`src/rtl/phase_wave_gen.sv`:
```
module phase_wave_gen #(
  parameter int CW     = 8,
  parameter int RISE_N = 4,
  parameter int FALL_N = 3,
  parameter int SET_AT = 1,
  parameter int CLR_AT = 251
) (
  input  logic                       clk,
  input  logic                       rst,
  input  logic                       en,
  output logic [CW-1:0]              cnt_o,
  output logic [RISE_N+FALL_N-1:0]   wave_o
);
  localparam logic [CW-1:0] LAST   = {CW{1'b1}};
  localparam logic [CW-1:0] SET_PT = CW'(SET_AT);
  localparam logic [CW-1:0] CLR_PT = CW'(CLR_AT);

  logic [CW-1:0]     cnt;
  logic [RISE_N-1:0] rise_q, rise_set;
  logic [FALL_N-1:0] fall_q, fall_clr;

  wire at_last = (cnt == LAST);
  wire at_set  = (cnt == SET_PT);
  wire at_clr  = (cnt == CLR_PT);

  generate
    if (RISE_N > 1) begin : g_rise_chain
      assign rise_set = {at_set, rise_q[RISE_N-1:1]};
    end else begin : g_rise_single
      assign rise_set = at_set;
    end
    if (FALL_N > 1) begin : g_fall_chain
      assign fall_clr = {~fall_q[FALL_N-2:0], at_clr};
    end else begin : g_fall_single
      assign fall_clr = at_clr;
    end
  endgenerate

  always_ff @(posedge clk) begin
    if (rst) begin
      cnt    <= '0;
      rise_q <= '0;
      fall_q <= '1;
    end else if (en) begin
      cnt    <= cnt + 1'b1;
      rise_q <= at_last ? '0 : (rise_q | rise_set);
      fall_q <= at_last ? '1 : (fall_q & ~fall_clr);
    end
  end

  assign cnt_o  = cnt;
  assign wave_o = {fall_q, rise_q};

  a_r1_count_step: assert property (@(posedge clk) disable iff (rst)
    en |=> cnt == CW'($past(cnt) + 1'b1));

  a_r2_reset_state: assert property (@(posedge clk)
    rst |=> (cnt == '0) && (rise_q == '0) && (fall_q == '1));

  a_r3_first_rise: assert property (@(posedge clk) disable iff (rst)
    $rose(rise_q[RISE_N-1]) |-> cnt == CW'(SET_AT + 1));

  a_r3_last_rise: assert property (@(posedge clk) disable iff (rst)
    $rose(rise_q[0]) |-> cnt == CW'(SET_AT + RISE_N));

  a_r4_first_fall: assert property (@(posedge clk) disable iff (rst)
    $fell(fall_q[0]) |-> cnt == CW'(CLR_AT + 1));

  generate
    for (genvar i = 0; i < RISE_N - 1; i++) begin : g_rise_chk
      a_r5_chain_rise: assert property (@(posedge clk) disable iff (rst)
        $rose(rise_q[i]) |-> $past(rise_q[i+1]));
    end
    for (genvar j = 1; j < FALL_N; j++) begin : g_fall_chk
      a_r7_chain_fall: assert property (@(posedge clk) disable iff (rst)
        $fell(fall_q[j]) |-> !$past(fall_q[j-1]));
    end
  endgenerate

  a_r6_rise_clear: assert property (@(posedge clk) disable iff (rst)
    (cnt == '0) |-> rise_q == '0);

  a_r7_fall_set: assert property (@(posedge clk) disable iff (rst)
    (cnt == '0) |-> fall_q == '1);

  a_r8_hold: assert property (@(posedge clk) disable iff (rst)
    !en |=> $stable(cnt) && $stable(wave_o));
endmodule

```
`config.mk`:
```
export PLATFORM = sky130hd
export DESIGN_NAME = phase_wave_gen
export DESIGN_NICKNAME = d
export VERILOG_FILES = /design/src/rtl/phase_wave_gen.sv
export SDC_FILE = /design/constraint.sdc
export NUM_CORES = 1
export LEC_CHECK = 0
export ABC_AREA = 1
export ABC_CLOCK_PERIOD_IN_PS = 1410
export BUFFER_PORTS_ARGS = -buffer_cell sky130_fd_sc_hd__buf_2
export CAP_MARGIN = 25
export CORE_MARGIN = 2
export CORE_UTILIZATION = 49
export CTS_CLUSTER_DIAMETER = 80
export DETAILED_ROUTE_END_ITERATION = 12
export PLACE_DENSITY_LB_ADDON = 0.3
export SKIP_CTS_REPAIR_TIMING = 1
export SYNTH_ARGS = -nofsm -noshare
export SYNTH_HDL_FRONTEND = slang
export SYNTH_SLANG_ARGS = --single-unit
```
`constraint.sdc`:
```
create_clock -name clk -period 1.41 [get_ports clk]
set_input_delay 0.2115 -clock clk [delete_from_list [all_inputs] [get_ports clk]]
set_output_delay 0.2115 -clock clk [all_outputs]
set_load 0.1 [all_outputs]
```
==> flow_metrics.py <==
metrics = {
    "run_status": {
        "outcome": "finished clean",
    },
    "yosys": {
        "syn-num-nets": 100,
        "netlist_area_um2": 705.7,
        "synth_top_area_share": 0.4255,
        "syn_area_per_cell_um2": 7.428,
        "yosys.area.top_type": "dfxtp_1",
        "synth_seq_area_share": 0.4255,
        "netlist_instances": 95,
        "synthTopCellsByArea": "dfxtp_1 43%, nand2_1 9.0%, nor2_1 8.5%",
        "synth_cell_types": 19,
        "ys_warn_count": 0,
        "synth_seq_cells": 15,
    },
    "pwr": {
        "p_leak_nw": 0.3788,
        "p_sw_frac": 0.3202,
        "clockPowerShare": 0.307,
        "worst_ir_drop_vdd_uv": 456.1,
        "p_int_w": 0.0005618,
        "comb_power_share": 0.155,
        "seq_power_share": 0.538,
        "p_total_w": 0.0008265,
        "p_sw_w": 0.0002647,
        "powerDensity_nw_per_um2": 983.0,
    },
    "timing": {
        "fin_ws_ns": 0.06620,
        "slew_headroom": 0.6788,
        "worst_slew_pin_slew_ns": 0.4852,
        "hold_viol": 0,
        "max_freq_mhz": 744.2,
        "fin_skew_ns": 0.0005069,
        "rsz0062_at_grt": "no",
        "finalCritPeriodShare": 0.9530,
        "finalCriticalPeriod_ns": 1.344,
        "finalSetupViolations": 0,
        "drv_slew": 0,
        "setup_tns_ns": 0,
    },
    "grt": {
        "grt_pass1_wl_mm": 2.380,
        "grt_max_degree": 13,
        "grt_use_total": 0.1766,
        "grt_overflow": 0,
        "grt_pass1_vias": 583,
        "grt_antenna_before_repair": 0,
    },
    "routing": {
        "vias": 654,
        "avgRoutedWirePerCell_um": 10.54,
        "antenna_left": 0,
        "drt_iter0_drc": 11,
        "drc": 0,
        "wirelength_mm": 1.370,
        "viasPerCell": 5.031,
        "dr.pass1.iters": 4,
    },
    "critical_path": {
        "cp_top_family": "buffers and inverters",
        "max_stage_delay_ns": 0.44,
        "crit_arrival_ns": 1.13,
        "cp-end-kind": "output pin",
        "worst-path-buf-inv": 1,
        "path_max_fanout": 6,
        "critPathSlowestCell": "buf_2",
        "rrSetupSlack_ns": 0.28,
        "start_kind": "flip-flop",
        "setup.worst_path.class": "flip-flop to output pin",
        "crit_chain": "buf_2",
        "required_ns": 1.20,
    },
    "die": {
        "coreArea_um2": 1318,
        "start_util": 0.5356,
        "dieHeight_um": 41.95,
        "die_area_um2": 1760,
        "fp.dieW_um": 41.95,
        "io_pins": 18,
        "rows": 13,
    },
    "final_layout": {
        "utilization": 0.6382,
        "finalNonFillerCells": 130,
        "fillers": 108,
        "multi_input_area_um2": 345.3,
        "n_antenna_cell": 0,
        "areaGrowthSynthToFinish_pct": 19.15,
        "final_cell_mix": "17 x nand2_1, 17 x buf_2, 16 x nor2_1",
        "nets": 121,
        "regArea_um2": 315.3,
        "drive_above_1_share": 0.3739,
    },
    "clocking": {
        "cts_tree": "yes",
        "htreeDepth": 1,
        "cts.sinks": 15,
        "clk_path_buf_depth": 2,
        "cts_root_buffer": "clkbuf_4",
        "clk_latency_ns": 0.29,
        "clkSlewWorstSetupHoldPaths_ns": 0.09,
        "cts_buffers": 3,
    },
    "placement": {
        "dp.cells": 126,
        "post-dp-hpwl_mm": 1.047,
        "pre_cts_ws_ns": 0.2923,
        "port_buffers": 17,
        "place_congestion": 0.8001,
    },
    "worst_hold_path": {
        "hold_path_class": "input pin to flip-flop",
    },
    "run": {
        "drv_cap": 0,
    },
}
==> final cells by class <==
cell class              instances  share of cell area
multi-input cells              66              0.4107
flip-flops and latches         15              0.3750
repair buffers                 17              0.1012
inverters                      13             0.05804
clock buffers                   3             0.02679
well taps                      15             0.02232
clock inverters                 1            0.005952
==> sequential cells by signal (all words and copies together) (netlist names) <==
| name | count |
|---|---|
| cnt_o | 8 |
| fall_q | 3 |
| rise_q | 4 |
==> power by group through the flow <==
stage	Combinational (W)	Sequential, W	Clock (W)
2_1_floorplan	0.0000386	0.000524	0
3_3_place_gp	0.000127	0.000454	0
3_5_place_dp	0.000128	0.000455	0
4_1_cts	0.000128	0.000445	0.000262
5_1_grt	0.000136	0.000446	0.000280
6_report	0.000128	0.000444	0.000254
==> routing by layer <==
layer	track usage	vias to the layer above	part of all wire
met5	0	-	0
met4	0.07742	0	0.015
met3	0.02609	2	0.036
met2	0.3000	11	0.48
met1	0.2195	302	0.46
li1	-	339	-
==> cells in the mapped netlist <==
cell type and instances:
nand2_2 3, a21oi_1 8, buf_6 1, nand2_1 17, nor2_1 16, inv_2 2, ha_1 2, and2_2 1
nor2_4 2, nor3_1 1, nand3b_1 1, nor3_2 1, dfxtp_1 15, inv_1 11, o21ai_0 5, nand2_4 1
nand3_1 4, nand3_2 1, nor2_2 3
==> through the flow <==
step / hold WS, ns / cell area [um2]
floorplan: 0.2738 / 720.7
global placement: 0.3851 / 813.3
detailed placement: 0.3946 / 813.3
CTS: 0.07855 / 840.8
global route: 0.08536 / 840.8
finish: 0.08936 / 840.8
==> logic make-up (layout without fill, tap and decap cells) <==
kind of cell,Yosys count,after routing,synth area share
compound gates,13,13,0.09220
simple gates,51,51,0.3617
fa+ha+maj,2,2,0.03546
buf+inv,14,34,0.08511
flops,15,15,0.4255
==> worst paths after layout <==
path / from / cells after the start / end
setup / recovery: cnt_o[2]$_SDFFE_PP0P_ / 1 / cnt_o[2]
hold / removal: rst / 2 / cnt_o[3]$_SDFFE_PP0P_
setup reg to reg: cnt_o[0]$_SDFFE_PP0P_ / 6 / rise_q[0]$_SDFFE_PP0P_
hold reg to reg: fall_q[2]$_SDFFE_PP1P_ / 2 / fall_q[2]$_SDFFE_PP1P_
Power figures use the tool's default switching activity.
